==> src/rtl/ir_rx_pkg.sv <==
package ir_rx_pkg;
  localparam int unsigned DATA_W  = 8;
  localparam int unsigned REG_W   = 32;
  localparam int unsigned ADDR_W  = 2;
  localparam int unsigned NFLAG   = 3;
  localparam int unsigned LVL_LSB = 8;
  localparam int unsigned LVL_W   = 4;
  localparam int unsigned CNT_LSB = 8;
  localparam int unsigned CNT_FW  = 6;

  typedef enum logic [ADDR_W-1:0] {
    A_DATA = 2'd0,
    A_IEN  = 2'd1,
    A_STA  = 2'd2,
    A_RSVD = 2'd3
  } reg_addr_e;

  // flag index: 0 overflow, 1 packet end, 2 data available
  function automatic int unsigned flag_pos(input int unsigned idx);
    case (idx)
      0:       return 0;
      1:       return 1;
      default: return 4;
    endcase
  endfunction
endpackage

==> src/rtl/ir_rx_fifo.sv <==
module ir_rx_fifo #(
  parameter int unsigned DEPTH = 16,
  parameter int unsigned W     = 8,
  localparam int unsigned PTR_W = (DEPTH > 1) ? $clog2(DEPTH) : 1,
  localparam int unsigned CNT_W = $clog2(DEPTH + 1)
) (
  input  logic             clk_i,
  input  logic             rst_ni,
  input  logic             push_i,
  input  logic [W-1:0]     din_i,
  input  logic             pop_i,
  output logic [W-1:0]     dout_o,
  output logic [CNT_W-1:0] cnt_o,
  output logic             ovf_o
);
  logic [W-1:0]     mem_q [DEPTH];
  logic [PTR_W-1:0] wr_ptr_q, rd_ptr_q;
  logic [CNT_W-1:0] cnt_q;
  logic             full, empty, do_push, do_pop;

  assign full    = (cnt_q == CNT_W'(DEPTH));
  assign empty   = (cnt_q == '0);
  assign do_pop  = pop_i && !empty;
  assign do_push = push_i && (!full || do_pop);
  assign ovf_o   = push_i && full && !do_pop;

  function automatic logic [PTR_W-1:0] nxt(input logic [PTR_W-1:0] p);
    return (p == PTR_W'(DEPTH - 1)) ? '0 : p + 1'b1;
  endfunction

  always_ff @(posedge clk_i or negedge rst_ni) begin
    if (!rst_ni) begin
      wr_ptr_q <= '0;
      rd_ptr_q <= '0;
      cnt_q    <= '0;
    end else begin
      if (do_push) wr_ptr_q <= nxt(wr_ptr_q);
      if (do_pop)  rd_ptr_q <= nxt(rd_ptr_q);
      case ({do_push, do_pop})
        2'b10:   cnt_q <= cnt_q + 1'b1;
        2'b01:   cnt_q <= cnt_q - 1'b1;
        default: cnt_q <= cnt_q;
      endcase
    end
  end

  always_ff @(posedge clk_i) begin
    if (do_push) mem_q[wr_ptr_q] <= din_i;
  end

  assign dout_o = empty ? '0 : mem_q[rd_ptr_q];
  assign cnt_o  = cnt_q;
endmodule

==> src/rtl/ir_rx_irq_ctrl.sv <==
module ir_rx_irq_ctrl import ir_rx_pkg::*; #(
  parameter int unsigned CNT_W = 5
) (
  input  logic             clk_i,
  input  logic             rst_ni,
  input  logic             ovf_evt_i,
  input  logic             pkt_evt_i,
  input  logic [CNT_W-1:0] cnt_i,
  input  logic [LVL_W-1:0] lvl_i,
  input  logic [NFLAG-1:0] clr_i,
  input  logic [NFLAG-1:0] en_i,
  output logic [NFLAG-1:0] flags_o,
  output logic             irq_o
);
  logic [NFLAG-1:0] set_v, flags_q;
  logic             avl_evt;

  if (CNT_W > LVL_W) begin : g_cmp_wide
    assign avl_evt = cnt_i > {{(CNT_W-LVL_W){1'b0}}, lvl_i};
  end else begin : g_cmp_narrow
    assign avl_evt = {{(LVL_W-CNT_W+1){1'b0}}, cnt_i} > {1'b0, lvl_i};
  end

  assign set_v = {avl_evt, pkt_evt_i, ovf_evt_i};

  for (genvar i = 0; i < NFLAG; i++) begin : g_flag
    always_ff @(posedge clk_i or negedge rst_ni) begin
      if (!rst_ni) flags_q[i] <= 1'b0;
      else         flags_q[i] <= set_v[i] | (flags_q[i] & ~clr_i[i]);
    end
  end

  assign flags_o = flags_q;
  assign irq_o   = |(flags_q & en_i);
endmodule

==> src/rtl/ir_rx_fifo_irq.sv <==
module ir_rx_fifo_irq import ir_rx_pkg::*; #(
  parameter int unsigned DEPTH = 16,
  localparam int unsigned CNT_W = $clog2(DEPTH + 1)
) (
  input  logic              clk_i,
  input  logic              rst_ni,
  input  logic              byte_valid_i,
  input  logic [DATA_W-1:0] byte_i,
  input  logic              pkt_end_i,
  input  logic              reg_wr_i,
  input  logic              reg_rd_i,
  input  logic [ADDR_W-1:0] reg_addr_i,
  input  logic [REG_W-1:0]  reg_wdata_i,
  output logic [REG_W-1:0]  reg_rdata_o,
  output logic              irq_o
);
  reg_addr_e         addr;
  logic              pop, wr_ien, wr_sta, ovf_evt;
  logic [DATA_W-1:0] fifo_dout;
  logic [CNT_W-1:0]  fifo_cnt;
  logic [NFLAG-1:0]  en_q, sta_flags, clr_v, en_d;
  logic [LVL_W-1:0]  lvl_q;
  logic [REG_W-1:0]  ien_word, sta_word, rd_mux, rdata_q;
  logic              unused_wdata;

  assign addr   = reg_addr_e'(reg_addr_i);
  assign pop    = reg_rd_i && (addr == A_DATA);
  assign wr_ien = reg_wr_i && (addr == A_IEN);
  assign wr_sta = reg_wr_i && (addr == A_STA);

  for (genvar i = 0; i < NFLAG; i++) begin : g_bits
    assign en_d[i]  = reg_wdata_i[flag_pos(i)];
    assign clr_v[i] = wr_sta && reg_wdata_i[flag_pos(i)];
  end

  assign unused_wdata = ^{reg_wdata_i[REG_W-1:LVL_LSB+LVL_W], reg_wdata_i[7:5],
                          reg_wdata_i[3:2]};

  ir_rx_fifo #(.DEPTH(DEPTH), .W(DATA_W)) u_fifo (
    .clk_i  (clk_i),
    .rst_ni (rst_ni),
    .push_i (byte_valid_i),
    .din_i  (byte_i),
    .pop_i  (pop),
    .dout_o (fifo_dout),
    .cnt_o  (fifo_cnt),
    .ovf_o  (ovf_evt)
  );

  ir_rx_irq_ctrl #(.CNT_W(CNT_W)) u_irq (
    .clk_i     (clk_i),
    .rst_ni    (rst_ni),
    .ovf_evt_i (ovf_evt),
    .pkt_evt_i (pkt_end_i),
    .cnt_i     (fifo_cnt),
    .lvl_i     (lvl_q),
    .clr_i     (clr_v),
    .en_i      (en_q),
    .flags_o   (sta_flags),
    .irq_o     (irq_o)
  );

  always_ff @(posedge clk_i or negedge rst_ni) begin
    if (!rst_ni) begin
      en_q  <= '0;
      lvl_q <= '0;
    end else if (wr_ien) begin
      en_q  <= en_d;
      lvl_q <= reg_wdata_i[LVL_LSB +: LVL_W];
    end
  end

  always_comb begin
    ien_word = '0;
    sta_word = '0;
    for (int i = 0; i < NFLAG; i++) begin
      ien_word[flag_pos(i)] = en_q[i];
      sta_word[flag_pos(i)] = sta_flags[i];
    end
    ien_word[LVL_LSB +: LVL_W] = lvl_q;
    sta_word[CNT_LSB +: CNT_FW] = CNT_FW'(fifo_cnt);
  end

  always_comb begin
    case (addr)
      A_DATA:  rd_mux = {{(REG_W-DATA_W){1'b0}}, fifo_dout};
      A_IEN:   rd_mux = ien_word;
      A_STA:   rd_mux = sta_word;
      default: rd_mux = '0;
    endcase
  end

  always_ff @(posedge clk_i or negedge rst_ni) begin
    if (!rst_ni)       rdata_q <= '0;
    else if (reg_rd_i) rdata_q <= rd_mux;
  end

  assign reg_rdata_o = rdata_q;
endmodule

==> config.mk <==
export PLATFORM = sky130hd
export DESIGN_NAME = ir_rx_fifo_irq
export DESIGN_NICKNAME = d
export VERILOG_FILES = /design/src/rtl/ir_rx_pkg.sv /design/src/rtl/ir_rx_fifo.sv /design/src/rtl/ir_rx_irq_ctrl.sv /design/src/rtl/ir_rx_fifo_irq.sv
export SDC_FILE = /design/constraint.sdc
export NUM_CORES = 1
export LEC_CHECK = 0
export BUFFER_PORTS_ARGS = -buffer_cell sky130_fd_sc_hd__buf_2
export CAP_MARGIN = 25
export CORE_UTILIZATION = 30
export CTS_CLUSTER_SIZE = 40
export DETAILED_ROUTE_END_ITERATION = 6
export HOLD_SLACK_MARGIN = 0.15
export PLACE_DENSITY = 0.48
export SLEW_MARGIN = 20
export SYNTH_ARGS = -nofsm -noshare
export SYNTH_HDL_FRONTEND = slang
export SYNTH_SLANG_ARGS = --single-unit
==> constraint.sdc <==
create_clock -name clk_i -period 4.97 [get_ports clk_i]
set_input_delay 1.2425 -clock clk_i [delete_from_list [all_inputs] [get_ports clk_i]]
set_output_delay 1.2425 -clock clk_i [all_outputs]
set_load 0.02 [all_outputs]
==> summary.txt <==
Timing
  – Maximum clock rate: 287.5 MHz
  – Final min period: roughly 3500 ps
  – Final Skew: 7.905 ps
  – Final setup TNS: 0 ps
  – Worst rel slew slack: 0.3912
  – Final period util: 0.6998
  – Max Slew Vio Count: 0
  – Slew @ Worst Pin: 913.2 ps
  – # setup viols final: 0
  – RSZ-0062 raised after global routing: false
  – Hold Fails Final Rpt: 0

Global routing
  – Gr ovfl total: 0
  – Gr usage total: 0.1249
  – First-pass GRT wire length: 21780 um
  – Number of global-route vias before repair: 3741
  – Initial antenna violation count: 0
  – Largest net degree at the start of global routing: 37

Final layout
  – Layout cells sized above 1: 0.2648
  – Fillers: 2167
  – # diodes: 0
  – Layout Nets: 518
  – Area Growth Syn to Fin: 14.41%
  – Commonest non-fill, non-tap cells in the layout: 128 x edfxtp_1, 36 x buf_2, 35 x dfrtp_1, 32 x mux4_2, 21 x nand2_1
  – Commonest non-fill, non-tap cell in the layout: edfxtp_1
  – Final Util: 0.3518

Placed design
  – Placer Congestion: 0.7886
  – Number of port buffers: 36
  – HPWL after detailed placement: 9238 um

Setup path
  – CP delay by family, top: simple AND/OR/NAND/NOR gates
  – Worst path slowest cell: or3b_1
  – CP Buf/Inv Count: 1
  – CP cell instances: buf_2 -> or3b_1 -> a21o_2 -> nor2_4 -> xor2_1 -> ha_1 -> or3_2 -> a21oi_1 -> a22oi_1 -> xnor2_1
  – CP max stage delay: 530 ps
  – Critical Path Source Type: input pin
  – Worst Path Arrival: 3770 ps
  – Worst setup path class: input pin to flop
  – Worst Path Required: between 5000 and 6000 ps
  – Crit-path max FO: 22
  – Crit end category: flop

Detailed routing
  – DR pass1 iterations: 4
  – ANT nets after route: 0
  – Wire per inst: 18.65 um
  – Via count: roughly 3600
  – Drt drc: 0
  – Iteration-0 DRC count of the detailed router: 181
  – Drt via density: ~4.8
  – DRT Wirelength: 14120 um

Synth
  – Synth Flop Type: edfxtp_1
  – Synth Instances: about 420
  – Sequential share of the synthesized area: 0.6794
  – Mapped Avg Cell Area: 16.75 um2
  – Post-synthesis register bit count: 164
  – Async set or reset register ratio after synthesis: 0.2195
  – Yosys warning total: 0
  – Synth unique cells: 48
  – Number of synthesized flops with an enable pin: approximately 130
  – Syn Std Cell Area: between 6000 and 7000 um2

Pwr
  – Leakage: 2.836 nW
  – Flop pwr share: 0.464
  – NetSw: 1.229 mW
  – Net Sw Frac: 0.3031
  – PwrDens: 507.4 nW/um2
  – Clock share of power: 0.306
  – Combinational Power Share: 0.230
  – P_int: 2.825 mW
  – Worst VDD drop: 0.1984 mV

Die
  – Row count: 55
  – Die height: 154.6 um
  – DIE WIDTH: 154.6 um
  – # IOs: 81
  – Initial Utilization: 0.3075
  – Core area: 22710 um2
  – Die ar.: 23890 um2

CTS
  – Longest Clk Path Bufs: 2
  – Setup Buffers After CTS: 0
  – Root Driver: clkbuf_16
  – TritonCTS buffer count: 17
  – CTS sink cnt: 164
  – Post-cts resize count: 0
  – CTS clk-pin slew, worst paths: 60 ps
  – H-Tree Depth: 4
  – TritonCTS clock tree: yes
  – Hold_buf cts: 0
  – Clock latency on the worst-skew pair: 420 ps

Min path
  – Worst Hold Class: flop to flop

Run status
  – Status: complete, no violations

Run
  – MaxCap Viol Count: 0
[final cells by class]
cell class	instances	area [um2]	share of cell area
clock buffers	18	429.2	0.05372
clock inverters	14	127.6	0.01597
inverters	13	48.80	0.006108
multi-input cells	219	2021	0.2529
flip-flops and latches	164	4746	0.5940
well taps	285	356.6	0.04464
repair buffers	44	260.3	0.03258
[power by group through the flow]
stage                     sequential (mW)  clock, mW  combinational [mW]
final                                1.88       1.24               0.933
after global routing                 1.91       1.33                1.03
after CTS                            1.88       1.27               0.954
after detailed placement             1.91          0               0.953
after global placement               1.93          0               0.894
after floorplan                      1.79          0               0.774
[flip-flops by register name, indices dropped and copies added (netlist names)]
signal           flops
u_irq.flags_o        3
lvl_q                4
reg_rdata_o         13
u_fifo.wr_ptr_q      4
u_fifo.cnt_o         5
u_fifo.rd_ptr_q      4
u_fifo.mem_q       128
en_q                 3
[synthesized netlist by cell type, types with 2 or more instances]
cell	n	area share
a21o_1	2	0.0021
a21oi_1	9	0.0064
a22oi_1	8	0.0086
a31o_2	2	0.0025
and2_1	8	0.0072
and3_1	5	0.0045
buf_2	8	0.0057
buf_4	19	0.020
clkbuf_1	9	0.0048
dfrtp_1	36	0.13
edfxtp_1	128	0.55
ha_1	11	0.020
inv_1	13	0.0070
mux2_2	7	0.011
mux2_4	2	0.0043
mux2i_1	16	0.023
mux4_2	32	0.10
nand2_1	21	0.011
nand2b_1	7	0.0063
nand3_1	7	0.0050
nand4_1	2	0.0018
nor2_1	10	0.0054
nor2_4	2	0.0032
nor2b_1	5	0.0045
o21ai_0	14	0.010
o221ai_1	5	0.0063
o22a_1	3	0.0038
xnor2_1	6	0.0075
[worst register-to-register path, stage by stage (launching register included)]
cell	delay [ps]
dfrtp_1	500
nor4_4	510
a21o_2	280
nor2_4	70
xor2_1	140
ha_1	250
or3_2	420
a21oi_1	160
a22oi_1	110
xnor2_1	150
[final timing paths]
check | cells after the start | slack [ps] | from | to
hold reg to reg | 2 | 500 | reg_rdata_o[1] | reg_rdata_o[1]
setup reg to reg | 9 | 2250 | u_fifo.cnt_o[0] | u_fifo.cnt_o[4]
hold / removal | 2 | 500 | reg_rdata_o[1] | reg_rdata_o[1]
setup / recovery | 10 | 1490 | reg_rd_i | u_fifo.cnt_o[4]
max in group asynchronous | 1 | 3390 | rst_ni | u_fifo.rd_ptr_q[2]
min in group asynchronous | 1 | 950 | rst_ni | lvl_q[1]
[per-layer routing]
layer | wire [um] | vias to the layer above | part of all wire | global-route usage
li1 | - | 1654 | - | -
met1 | 6434 | 1840 | 0.46 | 0.1653
met2 | 6859 | 103 | 0.49 | 0.2030
met3 | 764 | 5 | 0.054 | 0.03362
met4 | 58 | 0 | 0.0041 | 0.03253
met5 | 0 | - | 0 | 0
[logic make-up after synthesis]
family	count (synthesis)	share of synthesized area
other	1	0.0005370
and+or+nand+nor	75	0.06021
AOI/OAI and AO/OA	50	0.04874
buffers and inverters	52	0.04085
muxes	57	0.1417
adders and majority gates	11	0.01971
DFF	164	0.6794
xor gates and xnor gates	7	0.008780
[per-stage QoR]
| stage | hold WS (ps) | setup slack (ps) | cell area [um2] | cells | power, mW |
|---|---|---|---|---|---|
| global route | 522.6 | 1363 | 7989 | 757 | 4.263 |
| detailed placement | 487.5 | 1083 | 7432 | 725 | 2.864 |
| floorplan | 467.9 | 1640 | 7051 | 435 | 2.569 |
| CTS | 503.3 | 1512 | 7989 | 757 | 4.112 |
| finish | 501.9 | 1492 | 7989 | 757 | 4.053 |
| global placement | 480.0 | 1107 | 7405 | 724 | 2.820 |
(Power assumes the default switching activity.)
